<file path="config.mk">
export PLATFORM = sky130hd
export DESIGN_NAME = trig_capture
export DESIGN_NICKNAME = d
export VERILOG_FILES = /design/src/rtl/trig_capture_pkg.sv /design/src/rtl/trig_capture_dp.sv /design/src/rtl/trig_capture_ctl.sv /design/src/rtl/trig_capture.sv
export SDC_FILE = /design/constraint.sdc
export NUM_CORES = 1
export LEC_CHECK = 0
export BUFFER_PORTS_ARGS = -buffer_cell sky130_fd_sc_hd__buf_2
export CORE_AREA = 2 2 117 96
export DETAILED_ROUTE_END_ITERATION = 7
export DIE_AREA = 0 0 119 98
export PLACE_DENSITY = 0.7
export REMOVE_ABC_BUFFERS = 1
export SETUP_SLACK_MARGIN = 0.1
export SLEW_MARGIN = 30
export SYNTH_ARGS = -nofsm -noshare
export SYNTH_HDL_FRONTEND = slang
export SYNTH_HIERARCHICAL = 1
export SYNTH_SLANG_ARGS = --single-unit
export TNS_END_PERCENT = 10
</file>
<file path="constraint.sdc">
create_clock -name clk -period 6.3 [get_ports clk]
set_input_delay 1.26 -clock clk [delete_from_list [all_inputs] [get_ports clk]]
set_output_delay 1.26 -clock clk [all_outputs]
set_load 0.02 [all_outputs]
</file>
<file path="src/rtl/trig_capture_pkg.sv">
package trig_capture_pkg;
  typedef enum logic [1:0] {
    PH_LOG  = 2'd0,
    PH_POST = 2'd1,
    PH_DONE = 2'd2
  } phase_t;

  typedef struct packed {
    logic write;
    logic trigLoad;
    logic cntDec;
  } ctrlStrobes_t;
endpackage

</file>
<file path="src/rtl/trig_capture_dp.sv">
module trig_capture_dp
  import trig_capture_pkg::*;
#(
  parameter int ADDR_W  = 12,
  parameter int STATE_W = 4,
  parameter int DATA_W  = 32
) (
  input  logic                clk,
  input  logic                rstN,
  input  logic [STATE_W-1:0]  stateIn,
  input  logic                sampleValid,
  input  logic [DATA_W-1:0]   trigMask,
  input  logic [DATA_W-1:0]   trigValue,
  input  logic [ADDR_W-1:0]   postCount,
  input  ctrlStrobes_t        strobes,
  output logic                matchHit,
  output logic                postLast,
  output logic                postZero,
  output logic [ADDR_W-1:0]   wrAddr,
  output logic [DATA_W-1:0]   wrData,
  output logic [ADDR_W-1:0]   trigAddr
);
  localparam int COUNT_W = DATA_W - STATE_W;

  logic [COUNT_W-1:0] runCount;
  logic [ADDR_W-1:0]  addrQ;
  logic [ADDR_W-1:0]  postCnt;
  logic [DATA_W-1:0]  word;
  logic [DATA_W-1:0]  bitOk;

  assign word = {stateIn, runCount};

  // per-bit compare: an ignored bit always passes
  for (genvar i = 0; i < DATA_W; i++) begin : g_cmp
    assign bitOk[i] = ~trigMask[i] | (word[i] == trigValue[i]);
  end

  assign matchHit = &bitOk;
  assign postLast = (postCnt == ADDR_W'(1));
  assign postZero = (postCount == '0);

  always_ff @(posedge clk) begin
    if (!rstN) begin
      runCount <= '0;
      addrQ    <= '0;
      postCnt  <= '0;
      trigAddr <= '0;
    end else begin
      if (sampleValid)      runCount <= runCount + 1'b1;
      if (strobes.write)    addrQ    <= addrQ + 1'b1;
      if (strobes.trigLoad) begin
        trigAddr <= addrQ + 1'b1;
        postCnt  <= postCount;
      end else if (strobes.cntDec) begin
        postCnt  <= postCnt - 1'b1;
      end
    end
  end

  assign wrAddr = addrQ;
  assign wrData = word;
endmodule

</file>
<file path="src/rtl/trig_capture_ctl.sv">
module trig_capture_ctl
  import trig_capture_pkg::*;
(
  input  logic         clk,
  input  logic         rstN,
  input  logic         sampleValid,
  input  logic         armEn,
  input  logic         restart,
  input  logic         matchHit,
  input  logic         postLast,
  input  logic         postZero,
  output ctrlStrobes_t strobes,
  output logic         done
);
  phase_t phase, nextPhase;
  logic   wrStb, trigStb, decStb;

  assign wrStb   = sampleValid && (phase != PH_DONE);
  assign trigStb = wrStb && (phase == PH_LOG) && armEn && matchHit;
  assign decStb  = wrStb && (phase == PH_POST);

  always_comb begin
    nextPhase = phase;
    unique case (phase)
      PH_LOG:  if (trigStb) nextPhase = postZero ? PH_DONE : PH_POST;
      PH_POST: if (decStb && postLast) nextPhase = PH_DONE;
      PH_DONE: if (restart) nextPhase = PH_LOG;
      default: nextPhase = PH_LOG;
    endcase
  end

  always_ff @(posedge clk) begin
    if (!rstN) phase <= PH_LOG;
    else       phase <= nextPhase;
  end

  assign strobes = '{write: wrStb, trigLoad: trigStb, cntDec: decStb};
  assign done    = (phase == PH_DONE);
endmodule

</file>
<file path="src/rtl/trig_capture.sv">
module trig_capture
  import trig_capture_pkg::*;
#(
  parameter int ADDR_W  = 12,
  parameter int STATE_W = 4,
  parameter int DATA_W  = 32
) (
  input  logic               clk,
  input  logic               rstN,
  input  logic [STATE_W-1:0] stateIn,
  input  logic               sampleValid,
  input  logic               armEn,
  input  logic [DATA_W-1:0]  trigMask,
  input  logic [DATA_W-1:0]  trigValue,
  input  logic [ADDR_W-1:0]  postCount,
  input  logic               restart,
  output logic               wrEn,
  output logic [ADDR_W-1:0]  wrAddr,
  output logic [DATA_W-1:0]  wrData,
  output logic               done,
  output logic [ADDR_W-1:0]  trigAddr
);
  ctrlStrobes_t strobes;
  logic         matchHit, postLast, postZero;

  trig_capture_ctl u_ctl (
    .clk(clk), .rstN(rstN), .sampleValid(sampleValid), .armEn(armEn),
    .restart(restart), .matchHit(matchHit), .postLast(postLast),
    .postZero(postZero), .strobes(strobes), .done(done)
  );

  trig_capture_dp #(.ADDR_W(ADDR_W), .STATE_W(STATE_W), .DATA_W(DATA_W)) u_dp (
    .clk(clk), .rstN(rstN), .stateIn(stateIn), .sampleValid(sampleValid),
    .trigMask(trigMask), .trigValue(trigValue), .postCount(postCount),
    .strobes(strobes), .matchHit(matchHit), .postLast(postLast),
    .postZero(postZero), .wrAddr(wrAddr), .wrData(wrData), .trigAddr(trigAddr)
  );

  assign wrEn = strobes.write;
endmodule

</file>
Word level (Yosys, flattened, before mapping)
Index checks and enable logic that the tools add are counted.
{ "word_totals": {"ram_bits": 0, "inputBits": 85, "mem_count": 0, "wordCells": 129, "latch_bits": 0, "mem_bits_ro": 0, "register_bits": 66, "out_inout_bits": 58} }
{ "op_classes": {"n_addsub": 3, "n_mul": 0, "n_mux": 7, "bitwise": 64, "n_reduce_logical": 11, "eq_ne": 39, "n_div": 0, "magnitude_cmp": 0, "n_shift": 0} }
{ "op_table": {"columns": ["operator", "n"], "rows": [
  ["equality test 1 bit", 32],
  ["NOT 1 bit", 32],
  ["bitwise OR 1 bit", 32],
  ["AND reduction 32 bit", 1],
  ["adder 28 x 1 -> 28 bit (second input constant)", 1],
  ["2-to-1 mux 12 bit", 2],
  ["adder 12 x 1 -> 12 bit (second input constant)", 1],
  ["equality test 12 x 1 -> 1 bit (second input constant)", 1],
  ["logical NOT 12 bit", 1],
  ["subtractor 12 x 1 -> 12 bit (second input constant)", 1],
  ["2-to-1 mux 2 bit", 4],
  ["logical AND 1 bit", 6],
  ["!= test 2 bit (second input constant)", 3],
  ["one-hot mux 2 bit (3 select lines)", 1],
  ["AND reduction 3 bit", 1],
  ["equality test 2 x 1 -> 1 bit (second input constant)", 1],
  ["equality test 2 bit (second input constant)", 1],
  ["logical NOT 2 bit", 1],
  ["!= test 2 x 1 -> 1 bit (second input constant)", 1],
  ["nonzero test 2 bit", 1]
]} }

Longest topological paths before layout
Gate-level depths: netlist (run 1).
{ "logic_depth": {"ltp_word": 7, "depth_mapped": 12, "mapped_depth_nobuf": 9} }

Modules after synthesis
Netlist (run 1), hierarchy kept.
{ "modules_own_cells": {"columns": ["mod", "seq_area_each_um2", "cells_per_inst", "area_each_um2", "instances"], "rows": [
  ["trig_capture_dp", 1281.2, 410, 3449.6, 1],
  ["trig_capture_ctl", 40.0, 21, 167.7, 1]
]} }

Worst setup path after synthesis (run 1)
No wires, ideal clock.
{ "synth_path": {"path_kind": "in2reg", "start": "input trigValue[22]", "end": "register u_dp.postCnt[10]", "cell_stages": 11, "required_time_ns": 6.213, "setup_time_ns": 0.087, "path_buffers": 3, "t_arrival_ns": 3.100, "slack_ns": 3.113, "cell_sequence": "xor2_1 -> a22oi_1 -> nand4_1 -> nor4_1 -> nand2_1 -> nor3_2 -> buf_4 -> clkbuf_1 -> buf_1 -> nand3_1 -> o31ai_1"} }
{ "synth_via": {"elab_chain_cells": 5, "word_cells_on_any_way": 6, "cone_classes": "eq/ne: 1; mux: 1; bitwise: 1; reduce/logical: 3"} }
{ "synth_rtl": {"columns": ["element", "line_no", "source"], "rows": [
  ["from (decl)", "trig_capture.sv:14", "input logic [DATA_W-1:0] trigValue,"],
  ["equality test 1 bit (*)", "trig_capture_dp.sv:35", "assign bitOk[i] = ~trigMask[i] | (word[i] == trigValue[i]);"],
  ["bitwise OR 1 bit (*)", "trig_capture_dp.sv:35", null],
  ["AND reduction 32 bit (*)", "trig_capture_dp.sv:38", "assign matchHit = &bitOk;"],
  ["net matchHit", "trig_capture.sv:24", "logic matchHit, postLast, postZero;"],
  ["logical AND 1 bit (*)", "trig_capture_ctl.sv:19", "assign trigStb = wrStb && (phase == PH_LOG) && armEn && matchHit;"],
  ["net u_ctl.trigStb", "trig_capture_ctl.sv:16", "logic wrStb, trigStb, decStb;"],
  ["2-to-1 mux 12 bit or nonzero test 2 bit (tied branches)", null, null],
  ["to (signal assigned)", "trig_capture_dp.sv:53", "postCnt <= postCount;"],
  ["to (signal assigned)", "trig_capture_dp.sv:55", "postCnt <= postCnt - 1'b1;"],
  ["to (decl)", "trig_capture_dp.sv:27", "logic [ADDR_W-1:0] postCnt;"]
]} }
The timed path passes the listed nets; every way through them passes the cells marked *.
A chain may end at the register's enable or synchronous reset.

==> results by group, run 1 <==
Run status
  • Status: completed

Critical path
  • FF-to-FF setup slack: 3.23 ns
  • Setup crit end kind: register
  • Crit path launch: stateIn[1]
  • Worst Setup Start Kind: primary input
  • Crit-path max FO: 31
  • Critical R2R Launch: u_dp/runCount[5]$_SDFFE_PN0P_
  • Arrival time worst endpoint: 3.82 ns
  • Reg-to-reg endpoint: u_dp/postCnt[7]$_SDFFE_PN0P_
  • Worst r2r path cells: 10
  • Kind of critical path: in -> reg
  • Crit path to: u_dp/postCnt[7]$_SDFFE_PN0P_
  • Worst EP required: 6.50 ns

Clocking
  • Post-CTS Resized: 0
  • Clock slew at the register clock pins of the worst setup and hold paths: 0.05 ns
  • Worst skew pair latency: 0.33 ns
  • Total CTS buffers: 9
  • Post-CTS Setup Bufs: 0
  • CTS max path bufs: 2
  • H-tree depth: 3
  • CTS tree: built
  • Root Buffer: clkbuf_16
  • Clock Sinks: 66
  • Hold_buf cts: 0

STA
  • Achievable frequency: 276 MHz
  • Post-route setup slack: 2.68 ns
  • Setup violators final: 0
  • Final slew viol count: 0
  • Worst slew margin: 0.360
  • Fin. Hold Viols: 0
  • RSZ-0062 raised after global routing: no
  • Setup TNS: 0 ns
  • Worst-margin pin slew: 0.947 ns
  • Worst hold slack: 0.478 ns
  • Tcrit/Tclk final: 0.574
  • Final min period: 3.62 ns
  • Clk_skew: 0.00382 ns

Place
  • PortBufs: 142
  • GPL Wtd Cong: 0.812
  • Worst slack, placed: 2.26 ns
  • Placed cell count: 694
  • HPWL after detailed placement: 8150 um
  • Placed Area: 0.00440 mm^2

Synthesis
  • Post-synth EDFFs: 0
  • Gate Count Post-Synth: 431
  • Fraction of registers with async set or reset after synthesis: 0
  • Synthesis Warnings: 6
  • Synthesized cell area: 0.00362 mm^2
  • Post-synthesis sequential area ratio: 0.365
  • Dominant synthesized flop cell: dfxtp_1
  • Distinct cells, synth: 43
  • Syn_area_per_cell: 8.39 um^2
  • Yosys reg bits: 66

Floorplan
  • X dimension of the die: 119 um
  • Core region area: 0.0106 mm^2
  • Die Footprint: 0.0117 mm^2
  • Initial core utilization: 0.341
  • I/O Pins: 143
  • Overall die height: 98 um
  • Row cnt: 34

Final layout
  • Antenna diodes: 0
  • Final core utilization: 0.440
  • Most frequent cells in the layout: buf_2, dfxtp_1, nor2_1
  • Area growth syn-to-layout: 28.9%
  • Design area: 0.00466 mm^2
  • Share of cells above drive strength 1: 0.294
  • Non-Filler Instances: 709
  • Commonest non-fill, non-tap cell in the layout: buf_2
  • Final nets: 650

Pwr
  • Final Power: 0.943 mW
  • Worst VDD drop: 0.000174 V
  • Pleak: 2.00 nW
  • Pwr/cell area: 202 mW/mm^2

Global routing
  • Global route overflow: 0
  • Largest net degree at the start of global routing: 38
  • Vias in the first global route: 3472
  • GRT Util Overall: 0.181
  • First-pass GRT wire length: 16900 um
  • Antenna violations before repair: 1

Detailed routing
  • Post-Route WL: 10800 um
  • Max Used Layer: met5
  • DRT Pass-1 Iters: 4
  • Routed Antenna Nets: 0
  • Iter 0 DRT Violations: 168
  • DR WL/cell: 15.2 um
  • Metal-1 WL: 4680 um
  • Vias per std cell: 5.21
  • Vias: 3697
  • Met3 wire length: 831 um
  • # DRC: 0
  • Met2 WL: 5140 um

Min path
  • Hold Path Origin: u_ctl/phase[1]$_SDFFE_PN0P_
  • Worst min path class: reg -> reg

Flow run
  • Max Cap Viol: 0
==> report_power, final <==
group	total, mW	internal, mW	switching (mW)
clock	0.437	0.260	0.177
combinational	0.0790	0.0367	0.0423
sequential	0.427	0.421	0.00603
total	0.943	0.717	0.225
==> registers in the layout, summed over array words and instances (netlist names) <==
name           flops
u_dp/trigAddr     12
u_dp/postCnt      12
u_dp/wrAddr       12
u_ctl/phase        2
u_dp/runCount     28
==> worst min path at each step <==
| stage | depth (start not counted) | slack [ns] | end |
|---|---|---|---|
| after floorplan | 1 | 0.44 | u_ctl/phase[0]$_SDFFE_PN0P_ |
| after global placement | 1 | 0.45 | u_ctl/phase[0]$_SDFFE_PN0P_ |
| after detailed placement | 1 | 0.47 | u_ctl/phase[0]$_SDFFE_PN0P_ |
| after CTS | 1 | 0.48 | u_ctl/phase[0]$_SDFFE_PN0P_ |
| after global routing | 2 | 0.51 | u_dp/trigAddr[0]$_SDFFE_PN0P_ |
| final | 1 | 0.48 | u_ctl/phase[0]$_SDFFE_PN0P_ |
==> cells by family after synthesis <==
logic type	count (synthesis)	share of synthesized area
AND/OR/NAND/NOR	164	0.244
AO/OA/AOI/OAI	85	0.146
XOR/XNOR	71	0.172
flip-flops	66	0.365
buffers and inverters	37	0.0474
multiplexers	4	0.0111
adder cells (fa/ha/maj)	4	0.0138
==> cells in the mapped netlist (2+ instances only) <==
master    count  area, um^2
nand4_2       2        25.0
or3_1        13        81.3
a22oi_1      16         120
nand4_1      15        93.8
buf_4         8        60.1
nor3_1       10        50.1
o21ai_0      20         100
dfxtp_1      66        1320
and2_1        3        18.8
a211oi_1      8        60.1
clkbuf_1     13        48.8
ha_1          4        50.1
nand2b_1      2        12.5
a21oi_1      26         130
nor4_1       10        62.6
or4_1         6        45.0
inv_1        11        41.3
nor2_1       48         180
nand3_1      18        90.1
nand2_1      20        75.1
xnor2_1      24         210
buf_1         2        7.51
nor4b_1       2        17.5
and3_1        4        25.0
xor2_1       47         412
and4_1        4        35.0
o31ai_1       6        45.0
a311oi_1      4        35.0
mux2i_1       4        40.0
or4_4         2        22.5
==> area by class of cell <==
cell class | count | area [um^2]
clock buffers | 9 | 225
multi-input cells | 328 | 2130
clock inverters | 6 | 35.0
inverters | 12 | 45.0
well taps | 144 | 180
repair buffers | 144 | 726
fillers | 1056 | 5930
flip-flops and latches | 66 | 1320
==> layer usage <==
metal | GRT usage | up-vias
met5 | 0 | -
met4 | 0.0513 | 2
met3 | 0.0532 | 13
met2 | 0.310 | 151
met1 | 0.220 | 1721
li1 | - | 1810
==> critical path: stages <==
cell	delay (ns)
buf_2	0.12
xor2_1	0.13
a22oi_1	0.24
nand4_1	0.11
nor4_1	0.52
nand2_1	0.18
nor3_4	0.13
buf_4	0.32
clkinv_1	0.44
o21ai_0	0.29
a21oi_1	0.06
Note: power is estimated with default switching activity, not from simulation.
==> inputs of run 2 (changes only) <==
--- a/config.mk
+++ b/config.mk
@@ -5,11 +5,12 @@
 export SDC_FILE = /design/constraint.sdc
 export NUM_CORES = 1
 export LEC_CHECK = 0
+export ABC_AREA = 1
 export BUFFER_PORTS_ARGS = -buffer_cell sky130_fd_sc_hd__buf_2
-export CORE_AREA = 2 2 117 96
+export CORE_AREA = 2 2 126 103
 export DETAILED_ROUTE_END_ITERATION = 7
-export DIE_AREA = 0 0 119 98
-export PLACE_DENSITY = 0.7
+export DIE_AREA = 0 0 128 105
+export PLACE_DENSITY = 0.71
 export REMOVE_ABC_BUFFERS = 1
 export SETUP_SLACK_MARGIN = 0.1
 export SLEW_MARGIN = 30
==> constraint.sdc (replaced) <==
create_clock -name clk -period 3.3 [get_ports clk]
set_input_delay 0.66 -clock clk [delete_from_list [all_inputs] [get_ports clk]]
set_output_delay 0.66 -clock clk [all_outputs]
set_load 0.02 [all_outputs]
==> run 2 against run 1 <==
Effect of this change: register-to-register slack worse by 2.6 ns; global-route usage up 0.093 points; sequential power up 93%; hold slack better by 0.020 ns; cell area up 15%; die area up 15%; largest cell class unchanged; combinational power rose to 2.6 times the previous value; critical endpoint is now u_dp/postCnt[10]$_SDFFE_PN0P_; critical path type unchanged; highest routed layer is now met4.
==> results by group, run 2 <==
Critical path
  • Kind of critical path: in -> reg
  • Worst EP required: 3.53 ns (-2.97 ns)
  • Crit path launch: trigValue[18]
  • Crit-path max FO: 9 (-71%)
  • Setup crit end kind: register
  • Arrival time worst endpoint: 2.86 ns (-0.96 ns)
  • Critical R2R Launch: u_dp/runCount[22]$_SDFFE_PN0P_
  • Worst Setup Start Kind: primary input

Floorplan
  • X dimension of the die: 128 um (+7.6%)
  • Initial core utilization: 0.347 (+0.00564)
  • Die Footprint: 0.0134 mm^2 (+15%)
  • Overall die height: 105 um (+7.1%)
  • I/O Pins: 143 (unchanged)
  • Core region area: 0.0121 mm^2 (+14%)
  • Row cnt: 36 (+5.9%)

Pwr
  • Pleak: 2.69 nW (+34%)
  • Pwr/cell area: 388 mW/mm^2 (+92%)
  • Worst VDD drop: 0.000360 V (+110%)
  • Final Power: 2.08 mW (+120%)

Synthesis
  • Post-Synth Adder-Cell Area: 0.0119 (-0.00189)
  • Post-synthesis sequential area ratio: 0.315 (-0.0500)
  • Area fraction in and, or, nand and nor cells after synthesis: 0.432 (+0.188)
  • Synth top cells by count: nand2_1, inv_1, nor2_1, dfxtp_1, nand3_1
  • Gate Count Post-Synth: 671 (+56%)
  • Synthesized cell area: 0.00419 mm^2 (+16%)
  • Synthesis Warnings: 6 (unchanged)
  • Post-synth EDFFs: 0 (unchanged)
  • Top-count cell post-synth: nand2_1
  • Dominant synthesized flop cell: dfxtp_1
  • Mux cell area share after synthesis: 0 (-0.0111)
  • Complex-gate fraction of the synthesized area: 0.0893 (-0.0570)
  • Distinct cells, synth: 36 (-16%)
  • Largest family of logic cells by synthesized area: simple AND/OR/NAND/NOR gates
  • Area contributors post-synth: dfxtp_1, nand2_1, inv_1
  • Syn_area_per_cell: 6.24 um^2 (-26%)
  • Post-synth top area share: 0.315 (-0.0500)
  • Synth area leader: dfxtp_1
  • Yosys reg bits: 66 (unchanged)
  • Synth Area in XOR/XNOR: 0.0334 (-0.138)
  • Fraction of registers with async set or reset after synthesis: 0 (unchanged)

STA
  • Clk_skew: 0.00915 ns (+0.00533 ns)
  • Setup TNS: 0 ns (unchanged)
  • Setup violators final: 0 (unchanged)
  • Post-route setup slack: 0.666 ns (-2.02 ns)
  • Fin. Hold Viols: 0 (unchanged)
  • Worst slew margin: 0.542 (+0.182)
  • RSZ-0062 raised after global routing: no
  • Achievable frequency: 380 MHz
  • Final slew viol count: 0 (unchanged)
  • Worst-margin pin slew: 0.684 ns (-0.262 ns)
  • Final min period: 2.63 ns
  • Tcrit/Tclk final: 0.798

Final layout
  • Antenna diodes: 0 (unchanged)
  • Biggest register: u_dp/runCount
  • Final nets: 900 (+38%)
  • Fill cells: 1245 (+18%)
  • Most frequent cells in the layout: nand2_1, buf_2, inv_1
  • Share of cells above drive strength 1: 0.256 (-0.0374)
  • Area growth syn-to-layout: 27.9%
  • Design area: 0.00536 mm^2 (+15%)
  • Final core utilization: 0.444 (+0.00369)
  • Largest register FFs: 28 (unchanged)
  • Commonest non-fill, non-tap cell in the layout: nand2_1

Detailed routing
  • DR WL/cell: 12.7 um (-17%)
  • DRT Pass-1 Iters: 5 (+1)
  • Post-Route WL: 12300 um (+14%)
  • Routed Antenna Nets: 0 (unchanged)
  • Iter 0 DRT Violations: 275 (+64%)
  • Vias per std cell: 4.79 (-8.2%)
  • Vias: 4628 (+25%)
  • # DRC: 0 (unchanged)

Place
  • Worst slack, placed: 0.372 ns (-1.89 ns)
  • GPL Wtd Cong: 0.853 (+5.0%)
  • PortBufs: 142 (unchanged)
  • Placed Area: 0.00504 mm^2 (+14%)
  • HPWL after detailed placement: 9360 um (+15%)

Global routing
  • First-pass GRT wire length: 19500 um (+16%)
  • GRT Util Overall: 0.182 (+0.000931)
  • Largest net degree at the start of global routing: 26 (-32%)
  • Global route overflow: 0 (unchanged)
  • Vias in the first global route: 4084 (+18%)
  • Antenna violations before repair: 0 (-1)

Clocking
  • H-tree depth: 3 (unchanged)
  • Root Buffer: clkbuf_16
  • Total CTS buffers: 9 (unchanged)
  • CTS tree: built
  • Hold_buf cts: 0 (unchanged)
  • Clock Sinks: 66 (unchanged)
  • Post-CTS Setup Bufs: 0 (unchanged)
  • Clock slew at the register clock pins of the worst setup and hold paths: 0.06 ns (about the same)
  • Post-CTS Resized: 0 (unchanged)
  • Worst skew pair latency: 0.33 ns (about the same)
  • CTS max path bufs: 2 (unchanged)

Min path
  • Worst min path class: reg -> reg
  • Hold Path Origin: u_dp/runCount[14]$_SDFFE_PN0P_

Flow run
  • Max Cap Viol: 0 (unchanged)

Run status
  • Status: completed
run 2: changes by cell type after synthesis, moves of 21 or more:
cell	before	now
nand2_1	20	154
nor2_1	48	96
inv_1	11	99
xor2_1	47	13
nand3_1	18	63
xnor2_1	24	3
run 2: worst max-delay path, cell delays in order:
cell and delay (ns):
buf_2 0.10, or2_2 0.26, nand3_1 0.17, nand4_1 0.12, nor2_1 0.14, nand2_1 0.09
nor2_1 0.15, nand3_2 0.11, nor3_2 0.24, inv_1 0.09, nand2_1 0.14, clkinv_1 0.24
nand4_1 0.17, nand3_1 0.08, nand2_1 0.06, inv_1 0.03
run 2: where the power goes:
group	internal (mW)	total [mW]	switching [mW]	leakage, nW
sequential	0.810	0.825	0.0149	0.535
combinational	0.0885	0.207	0.119	1.99
clock	0.699	1.05	0.346	0.156
total	1.60	2.08	0.479	2.69
run 2: cell type report:
| cell class | count | area [um^2] | area share |
|---|---|---|---|
| well taps | 152 | 190 | 0.0355 |
| clock buffers | 13 | 260 | 0.0486 |
| inverters | 102 | 383 | 0.0714 |
| repair buffers | 149 | 763 | 0.142 |
| clock inverters | 2 | 60.1 | 0.0112 |
| multi-input cells | 483 | 2380 | 0.444 |
| flip-flops and latches | 66 | 1320 | 0.247 |
run 2: cell families after synthesis:
group                    count (synthesis)
XOR/XNOR                                16
AO/OA/AOI/OAI                           69
buffers and inverters                  122
adder cells (fa/ha/maj)                  4
flip-flops                              66
AND/OR/NAND/NOR                        394
run 2: routing by layer:
layer / part of all wire / routed length (um) / global-route usage / vias up
met2: 0.45 / 5550 / 0.303 / 157
met5: 0 / 0 / 0 / -
li1: - / - / - / 2403
met4: 0.017 / 212 / 0.0581 / 0
met3: 0.066 / 815 / 0.0507 / 16
met1: 0.46 / 5680 / 0.226 / 2052
run 2: stage by stage:
| stage | hold WS (ns) | cells |
|---|---|---|
| CTS | 0.498 | 967 |
| global placement | 0.485 | 952 |
| global route | 0.534 | 967 |
| detailed placement | 0.490 | 952 |
| floorplan | 0.478 | 651 |
| finish | 0.498 | 967 |
run 2: path summary, 6_finish.rpt:
check / to / slack (ns) / cells past startpoint
max: u_dp/postCnt[10]$_SDFFE_PN0P_ / 0.67 / 16
min: u_dp/runCount[14]$_SDFFE_PN0P_ / 0.50 / 2
max reg2reg: u_dp/postCnt[10]$_SDFFE_PN0P_ / 0.67 / 15
min reg2reg: u_dp/runCount[14]$_SDFFE_PN0P_ / 0.50 / 2
